File: config.mk
export PLATFORM = sky130hd
export DESIGN_NAME = mgmt_cmd_port
export DESIGN_NICKNAME = d
export VERILOG_FILES = /design/src/rtl/mcr_pkg.sv /design/src/rtl/mcr_cmd_slot.sv /design/src/rtl/mcr_rsp_slots.sv /design/src/rtl/mcr_hs_fsm.sv /design/src/rtl/mgmt_cmd_port.sv
export SDC_FILE = /design/constraint.sdc
export NUM_CORES = 2
export LEC_CHECK = 0
export BUFFER_PORTS_ARGS = -buffer_cell sky130_fd_sc_hd__buf_2
export CAP_MARGIN = 40
export CORE_ASPECT_RATIO = 0.9
export CORE_MARGIN = 2
export CORE_UTILIZATION = 65
export CTS_CLUSTER_SIZE = 28
export DETAILED_ROUTE_END_ITERATION = 16
export HOLD_SLACK_MARGIN = 0.02
export PLACE_DENSITY = 0.92
export SETUP_SLACK_MARGIN = 0.1
export SKIP_CTS_REPAIR_TIMING = 1
export SYNTH_ARGS = -nofsm -noshare
export SYNTH_HDL_FRONTEND = slang
export SYNTH_SLANG_ARGS = --single-unit
File: constraint.sdc
create_clock -name clk -period 4.4 [get_ports clk]
set_clock_uncertainty 0.15 [all_clocks]
set_input_delay 0 -clock clk [delete_from_list [all_inputs] [get_ports clk]]
set_output_delay 0 -clock clk [all_outputs]
set_load 0.1 [all_outputs]
File: src/rtl/mcr_pkg.sv
package mcr_pkg;
    typedef enum logic [1:0] {
        ST_IDLE = 2'd0,
        ST_FILL = 2'd1,
        ST_BUSY = 2'd2
    } hs_state_e;

    localparam int VERB_W = 8;
endpackage

File: src/rtl/mcr_cmd_slot.sv
module mcr_cmd_slot #(
    parameter int WORD_W     = 32,
    parameter int SLOT_WORDS = 16,
    parameter bit RESET_VB   = 1'b0,
    localparam int AW        = $clog2(SLOT_WORDS)
) (
    input  logic                                  clk,
    input  logic                                  rst_n,
    input  logic                                  clr_i,
    input  logic                                  we_i,
    input  logic [AW-1:0]                         addr_i,
    input  logic [WORD_W-1:0]                     wdata_i,
    output logic [SLOT_WORDS-1:0][WORD_W-1:0]     words_o
);
    for (genvar g = 0; g < SLOT_WORDS; g++) begin : g_word
        localparam logic [WORD_W-1:0] RST_VAL =
            (g == 0) ? WORD_W'({RESET_VB, 7'b0}) : '0;
        logic [WORD_W-1:0] q;
        always_ff @(posedge clk) begin
            if (!rst_n)
                q <= RST_VAL;
            else if (clr_i)
                q <= '0;
            else if (we_i && (addr_i == AW'(g)))
                q <= wdata_i;
        end
        assign words_o[g] = q;
    end


    clear_all_chk: assert property (@(posedge clk) disable iff (!rst_n)
        clr_i |=> (words_o == '0));
endmodule

File: src/rtl/mcr_rsp_slots.sv
module mcr_rsp_slots #(
    parameter int WORD_W     = 32,
    parameter int SLOT_WORDS = 16,
    localparam int AW        = $clog2(SLOT_WORDS)
) (
    input  logic                               clk,
    input  logic                               rst_n,
    input  logic                               wr_en_i,
    input  logic                               wr_sel_i,
    input  logic [SLOT_WORDS-1:0][WORD_W-1:0]  wr_data_i,
    input  logic                               rd_sel_i,
    input  logic [AW-1:0]                      rd_addr_i,
    output logic [WORD_W-1:0]                  rd_data_o
);
    logic [1:0][SLOT_WORDS-1:0][WORD_W-1:0] slots_w;

    for (genvar s = 0; s < 2; s++) begin : g_slot
        logic [SLOT_WORDS-1:0][WORD_W-1:0] q;
        always_ff @(posedge clk) begin
            if (!rst_n)
                q <= '0;
            else if (wr_en_i) begin
                if (wr_sel_i == 1'(s))
                    q <= wr_data_i;
                else
                    q[0][7:0] <= 8'h00;
            end
        end
        assign slots_w[s] = q;
    end

    assign rd_data_o = slots_w[rd_sel_i][rd_addr_i];


    slot_written_chk: assert property (@(posedge clk) disable iff (!rst_n)
        wr_en_i |=> (slots_w[$past(wr_sel_i)] == $past(wr_data_i)));


    verb_nonzero_chk: assert property (@(posedge clk) disable iff (!rst_n)
        wr_en_i |=> (slots_w[$past(wr_sel_i)][0][7:0] != 8'h00));


    other_verb_zero_chk: assert property (@(posedge clk) disable iff (!rst_n)
        wr_en_i |=> (slots_w[~$past(wr_sel_i)][0][7:0] == 8'h00));
endmodule

File: src/rtl/mcr_hs_fsm.sv
module mcr_hs_fsm
    import mcr_pkg::*;
#(
    parameter int LATENCY  = 5,
    parameter bit RESET_VB = 1'b0
) (
    input  logic clk,
    input  logic rst_n,
    input  logic start_i,
    input  logic verb_we_i,
    input  logic verb_vb_i,
    input  logic verb_code_nz_i,
    output logic busy_o,
    output logic clr_o,
    output logic done_o,
    output logic slot_o,
    output logic pol_o
);
    localparam int CW = $clog2(LATENCY + 1);
    localparam logic [CW-1:0] LAST = CW'(LATENCY - 1);
    localparam logic RESET_IDX = ~RESET_VB;

    hs_state_e      state_q, state_d;
    logic [CW-1:0]  cnt_q;
    logic           slot_q, pol_q;
    logic           fire;

    // Output / decode process
    always_comb begin
        busy_o = (state_q == ST_BUSY);
        clr_o  = start_i && !busy_o;
        fire   = !busy_o && !start_i && verb_we_i &&
                 (verb_vb_i == pol_q) && verb_code_nz_i;
        done_o = busy_o && (cnt_q == LAST);
        slot_o = slot_q;
        pol_o  = pol_q;
    end

    // Next-state logic
    always_comb begin
        state_d = state_q;
        unique case (state_q)
            ST_IDLE, ST_FILL: begin
                if (start_i)
                    state_d = ST_FILL;
                else if (fire)
                    state_d = ST_BUSY;
            end
            ST_BUSY: begin
                if (cnt_q == LAST)
                    state_d = ST_IDLE;
            end
            default: state_d = ST_IDLE;
        endcase
    end

    // State register
    always_ff @(posedge clk) begin
        if (!rst_n)
            state_q <= ST_IDLE;
        else
            state_q <= state_d;
    end

    always_ff @(posedge clk) begin
        if (!rst_n)
            cnt_q <= '0;
        else if (fire)
            cnt_q <= '0;
        else if (busy_o)
            cnt_q <= cnt_q + 1'b1;
    end

    always_ff @(posedge clk) begin
        if (!rst_n) begin
            slot_q <= RESET_IDX;
            pol_q  <= RESET_IDX;
        end else if (done_o) begin
            slot_q <= ~slot_q;
            pol_q  <= ~pol_q;
        end
    end


    busy_hold_chk: assert property (@(posedge clk) disable iff (!rst_n)
        (busy_o && !done_o) |=> busy_o);


    count_range_chk: assert property (@(posedge clk) disable iff (!rst_n)
        busy_o |-> (cnt_q <= LAST));


    mismatch_no_fire_chk: assert property (@(posedge clk) disable iff (!rst_n)
        (!busy_o && verb_we_i && (verb_vb_i != pol_q)) |=> !busy_o);


    busy_start_ignored_chk: assert property (@(posedge clk) disable iff (!rst_n)
        (busy_o && !done_o && start_i) |=> (state_q == ST_BUSY));


    toggle_chk: assert property (@(posedge clk) disable iff (!rst_n)
        done_o |=> ((slot_q != $past(slot_q)) && (pol_q != $past(pol_q))));


    pol_tracks_slot_chk: assert property (@(posedge clk) disable iff (!rst_n)
        1'b1 |-> (pol_q == slot_q));
endmodule

File: src/rtl/mgmt_cmd_port.sv
module mgmt_cmd_port #(
    parameter int WORD_W       = 32,
    parameter int SLOT_WORDS   = 16,
    parameter int LATENCY      = 5,
    parameter bit CMD_RESET_VB = 1'b0,
    localparam int AW          = $clog2(SLOT_WORDS)
) (
    input  logic              clk,
    input  logic              rst_n,
    input  logic              cmd_start,
    input  logic              cmd_we,
    input  logic [AW-1:0]     cmd_addr,
    input  logic [WORD_W-1:0] cmd_wdata,
    input  logic              rsp_sel,
    input  logic [AW-1:0]     rsp_addr,
    output logic [WORD_W-1:0] rsp_rdata,
    output logic              busy,
    output logic              active_slot,
    output logic              expect_pol
);
    logic                              clr, done, slot, pol, verb_we, wr_ok;
    logic [SLOT_WORDS-1:0][WORD_W-1:0] cmd_words;

    assign verb_we = cmd_we && (cmd_addr == '0);
    assign wr_ok   = cmd_we && !busy;

    mcr_hs_fsm #(
        .LATENCY  (LATENCY),
        .RESET_VB (CMD_RESET_VB)
    ) u_fsm (
        .clk            (clk),
        .rst_n          (rst_n),
        .start_i        (cmd_start),
        .verb_we_i      (verb_we),
        .verb_vb_i      (cmd_wdata[7]),
        .verb_code_nz_i (cmd_wdata[6:0] != 7'd0),
        .busy_o         (busy),
        .clr_o          (clr),
        .done_o         (done),
        .slot_o         (slot),
        .pol_o          (pol)
    );

    mcr_cmd_slot #(
        .WORD_W     (WORD_W),
        .SLOT_WORDS (SLOT_WORDS),
        .RESET_VB   (CMD_RESET_VB)
    ) u_cmd (
        .clk     (clk),
        .rst_n   (rst_n),
        .clr_i   (clr),
        .we_i    (wr_ok),
        .addr_i  (cmd_addr),
        .wdata_i (cmd_wdata),
        .words_o (cmd_words)
    );

    mcr_rsp_slots #(
        .WORD_W     (WORD_W),
        .SLOT_WORDS (SLOT_WORDS)
    ) u_rsp (
        .clk       (clk),
        .rst_n     (rst_n),
        .wr_en_i   (done),
        .wr_sel_i  (slot),
        .wr_data_i (cmd_words),
        .rd_sel_i  (rsp_sel),
        .rd_addr_i (rsp_addr),
        .rd_data_o (rsp_rdata)
    );

    assign active_slot = slot;
    assign expect_pol  = pol;


    cmd_vb_matches_chk: assert property (@(posedge clk) disable iff (!rst_n)
        done |-> (cmd_words[0][7] == pol));


    slot_frozen_chk: assert property (@(posedge clk) disable iff (!rst_n)
        (busy && $past(busy)) |-> $stable(cmd_words));
endmodule

==> out/summary.md <==
The flow ran to the end, but the final reports show violations. The final reports fail on negative hold slack. In the post-route analysis, the smallest setup slack over all paths is 1.17 ns. Max-cap violations in this run came to 0. The finished layout holds 9091 standard cells, fillers aside. The number of buffers and inverters on the critical path is 2. The floorplan step set the die height to 304 um. The mean cell area of the mapped netlist was 8.16 um^2; the clock insertion delay at the later pin of the skew report was 0.76 ns. At the end of the flow the core is filled with cells to 71.6%.

After Yosys synthesis, XOR and XNOR cells account for 0.0405% of the synthesized area. The share of synthesized flip-flops with an asynchronous set or reset was 0%; the final hold violation count was 1. The completed layout was analyzed and its total power is 28.6 mW. The netlist area before placement came out at 64800 um^2. Setup violations remaining at the end of the flow were counted as 0.

By area, the combinational part of the netlist is dominated by simple AND/OR/NAND/NOR gates. The number of placement rows is 109, and the maximum number of buffers from clock root to sink is 3. The run gives 9622 as the violation count after the first detailed-route iteration. The HPWL after detailed placement is 111000 um. In this run the cell area measured after placement is 65200 um^2. Effective utilization at floorplan: 65.8%. Based on the critical path, the design can be clocked at up to 309 MHz.

Counting flops with a built-in enable in the synthesized netlist gives 0. Dividing the detail-routed via count by the number of cells gives 6.51. For the overall routing resource usage, the log shows 40.1%. The average wire per cell in the routed design is 23.3 um, and the share of final-layout standard cells stronger than drive strength 1 is 6.08%. The tools report the cell count after placement as 8778. The tools report the placer's final routability congestion estimate as 0.854. The floorplan step defined a core boundary enclosing 98500 um^2.

After synthesis, the netlist uses 42 different library cells. The compound-gate portion of the synthesized area works out to 18.6%. The kind of path behind the tightest hold check is input port to flip-flop. Setup repair after global routing left no endpoint under its margin. Along the worst path, the maximum fanout reaches 23. For this run, design rule violations remaining after detail routing come to 0.

Among all cell types in the netlist, the one instantiated most often is sky130_fd_sc_hd__nand2_1. Headroom to the max-slew limit came out at 10.9%. During I/O placement, the number of pins put on the boundary was 80. The total number of vias was 59100. The first-pass GRT wire length was 319000 um; the number of antenna violations at the first check in global routing was 21. The kind of critical path is flip-flop to flip-flop. The most used flip-flop cell after synthesis was sky130_fd_sc_hd__dfxtp_1. The adder-cell share of the synthesized area is 0.0386%. The total clock buffers created by CTS is 143, and the number of global-route vias before repair is 57700. Dividing the final minimum period by the clock period gives 73.5%.

The tools report the root buffer cell as sky130_fd_sc_hd__clkbuf_16. For this run, the slowest stage of the critical path takes 1.26 ns. Entering global routing, the biggest net connects 316 pins.

The overall routed net length is 212000 um, and the share of Yosys cell area claimed by the top area cell type is 47.7%. TritonCTS built the clock tree. The run gives 0 as the number of warning messages in the yosys log.

The leakage power summed over all cells came out at 23.5 nW. The area of the die came out at 102000 um^2. The first TritonRoute pass finished after 9 iterations. The multiplexer area fraction after synthesis works out to 7.91%. The sum of overflow across all layers after global routing came out at 0.

The category of the worst setup path launch point is a flip-flop. Number of nets with antenna violations after routing: 0. Synthesis produced a netlist with a net count of 7991. The power per standard cell area was 406 nW/um^2.

The signal on the critical path passes through nand2b_2 -> inv_2 -> or4_2 -> buf_4 -> nand2_1 -> a21oi_1. The post-synthesis register bit count is 1543, and the worst hold margin is -0.0174 ns. The clock-pin slew on the worst setup and hold paths is 0.06 ns, and the transition time at the pin with the least slew margin is 1.34 ns. The slowest stage of the critical path is the sky130_fd_sc_hd__or4_2 cell. For the worst setup path, the data arrival time is 3.71 ns. Input and output buffers added on the ports amount to 79. CTS saw 1543 sinks.

Synthesis produced a netlist whose cell count is 7944. The library cell occupying the most area in the post-synthesis netlist was sky130_fd_sc_hd__dfxtp_1. The tools report the worst-case setup slack after placement as 1.36 ns. Sequential elements use 47.7% of the synthesized area. For the final routed database, the setup TNS stands at 0 ns. The kind of cell with the highest combined delay along the critical path is simple AND/OR/NAND/NOR gates. For the worst vdd rail ir drop, the log shows 0.424 mV. The post-route cell area is 70500 um^2. The run gives 0 as the number of slew-limit violations in the final report. In the post-synthesis netlist, the biggest area contributors are sky130_fd_sc_hd__dfxtp_1 (48%), sky130_fd_sc_hd__nand2_1 (18%), sky130_fd_sc_hd__a21boi_0 (9.9%). Layout overhead on the synthesized area: 8.74%. The critical path endpoint category was a flip-flop.

At the worst endpoint, the required time is 4.87 ns. The minimum clock period works out to 3.23 ns. After Yosys synthesis, and, or, nand and nor cells account for 20.4% of the synthesized area. By count the netlist is led by sky130_fd_sc_hd__nand2_1 (3132), sky130_fd_sc_hd__dfxtp_1 (1543), sky130_fd_sc_hd__a21boi_0 (857). The tools report the net count reported at finish as 7679.

In this run the horizontal extent of the chip is 337 um. In this run the number of H-tree levels came out at 4.
-- sequential cells by signal (all words and copies together), names as in the netlist --
name / cells
u_fsm.pol_o: 1
u_fsm.cnt_q: 3
u_fsm.state_q: 2
u_cmd.g_word.q: 512
u_rsp.g_slot.q: 1024
u_fsm.slot_o: 1
-- power by group --
part / switching [mW] / total (mW) / internal, mW
logic: 1.30 / 1.79 / 0.481
clock network: 5.39 / 12.8 / 7.43
registers: 0.0196 / 14.0 / 14.0
total: 6.71 / 28.6 / 21.9
-- layer usage --
layer  global-route usage, %  share of wire, %
met1                    47.8                34
met2                    60.0                43
met3                    13.9                15
met4                    30.4               7.6
met5                       0             0.054
-- path summary, 6_finish.rpt --
check             depth (start not counted)                endpoint                    from  slack (ns)
setup / recovery                          6   u_cmd.g_word[0].q[11]        u_fsm.state_q[0]        1.17
hold / removal                            4   u_cmd.g_word[15].q[0]             cmd_addr[3]       -0.02
setup reg to reg                          6   u_cmd.g_word[0].q[11]        u_fsm.state_q[0]        1.17
hold reg to reg                           2  u_rsp.g_slot[1].q[123]  u_rsp.g_slot[1].q[123]        0.30
-- cell families (layout without fill, tap and decap cells) --
logic type / Yosys count / in the layout
adder cells (fa/ha/maj): 2 / 2
XOR/XNOR: 3 / 3
other: 0 / 13
buffers and inverters: 713 / 515
flip-flops: 1543 / 1543
AO/OA/AOI/OAI: 1800 / 1800
multiplexers: 512 / 512
AND/OR/NAND/NOR: 3371 / 3371
-- final cells by class --
| cell class | count | area, um^2 |
|---|---|---|
| flip-flops and latches | 1543 | 30900 |
| multi-input cells | 5688 | 30600 |
| fillers | 6469 | 28000 |
| clock buffers | 234 | 4520 |
| repair buffers | 253 | 2470 |
| well taps | 1332 | 1670 |
| clock inverters | 25 | 322 |
| diodes | 13 | 32.5 |
| inverters | 3 | 11.3 |
-- layout by cell type (no fill, tap or decap), types with 4 or more instances in the layout --
master / netlist / final
sky130_fd_sc_hd__nand2_1: 3132 / 3130
sky130_fd_sc_hd__dfxtp_1: 1543 / 1543
sky130_fd_sc_hd__a21boi_0: 857 / 857
sky130_fd_sc_hd__a21oi_1: 580 / 580
sky130_fd_sc_hd__mux2i_1: 512 / 512
sky130_fd_sc_hd__a22oi_1: 192 / 192
sky130_fd_sc_hd__a21boi_1: 167 / 167
sky130_fd_sc_hd__clkbuf_16: 0 / 153
sky130_fd_sc_hd__nand3_1: 137 / 137
sky130_fd_sc_hd__buf_4: 38 / 84
sky130_fd_sc_hd__buf_2: 271 / 77
sky130_fd_sc_hd__buf_12: 0 / 45
sky130_fd_sc_hd__clkbuf_1: 340 / 42
sky130_fd_sc_hd__nand4_1: 40 / 40
sky130_fd_sc_hd__dlygate4sd3_1: 0 / 40
sky130_fd_sc_hd__clkbuf_8: 0 / 39
sky130_fd_sc_hd__diode_2: 0 / 13
sky130_fd_sc_hd__clkinv_2: 0 / 12
sky130_fd_sc_hd__nor4_4: 6 / 8
sky130_fd_sc_hd__or4_2: 0 / 8
sky130_fd_sc_hd__nand3b_1: 8 / 8
sky130_fd_sc_hd__bufinv_16: 0 / 7
sky130_fd_sc_hd__and4_2: 0 / 6
sky130_fd_sc_hd__nor2b_1: 8 / 5
sky130_fd_sc_hd__inv_6: 0 / 5
sky130_fd_sc_hd__buf_16: 0 / 4
-- worst min-delay path: stages --
cell,delay [ns]
sky130_fd_sc_hd__buf_2,0.35
sky130_fd_sc_hd__nand4_1,0.28
sky130_fd_sc_hd__nand2_1,0.08
sky130_fd_sc_hd__a21oi_1,0.13
No activity file was read; power rests on OpenSTA's default activity.
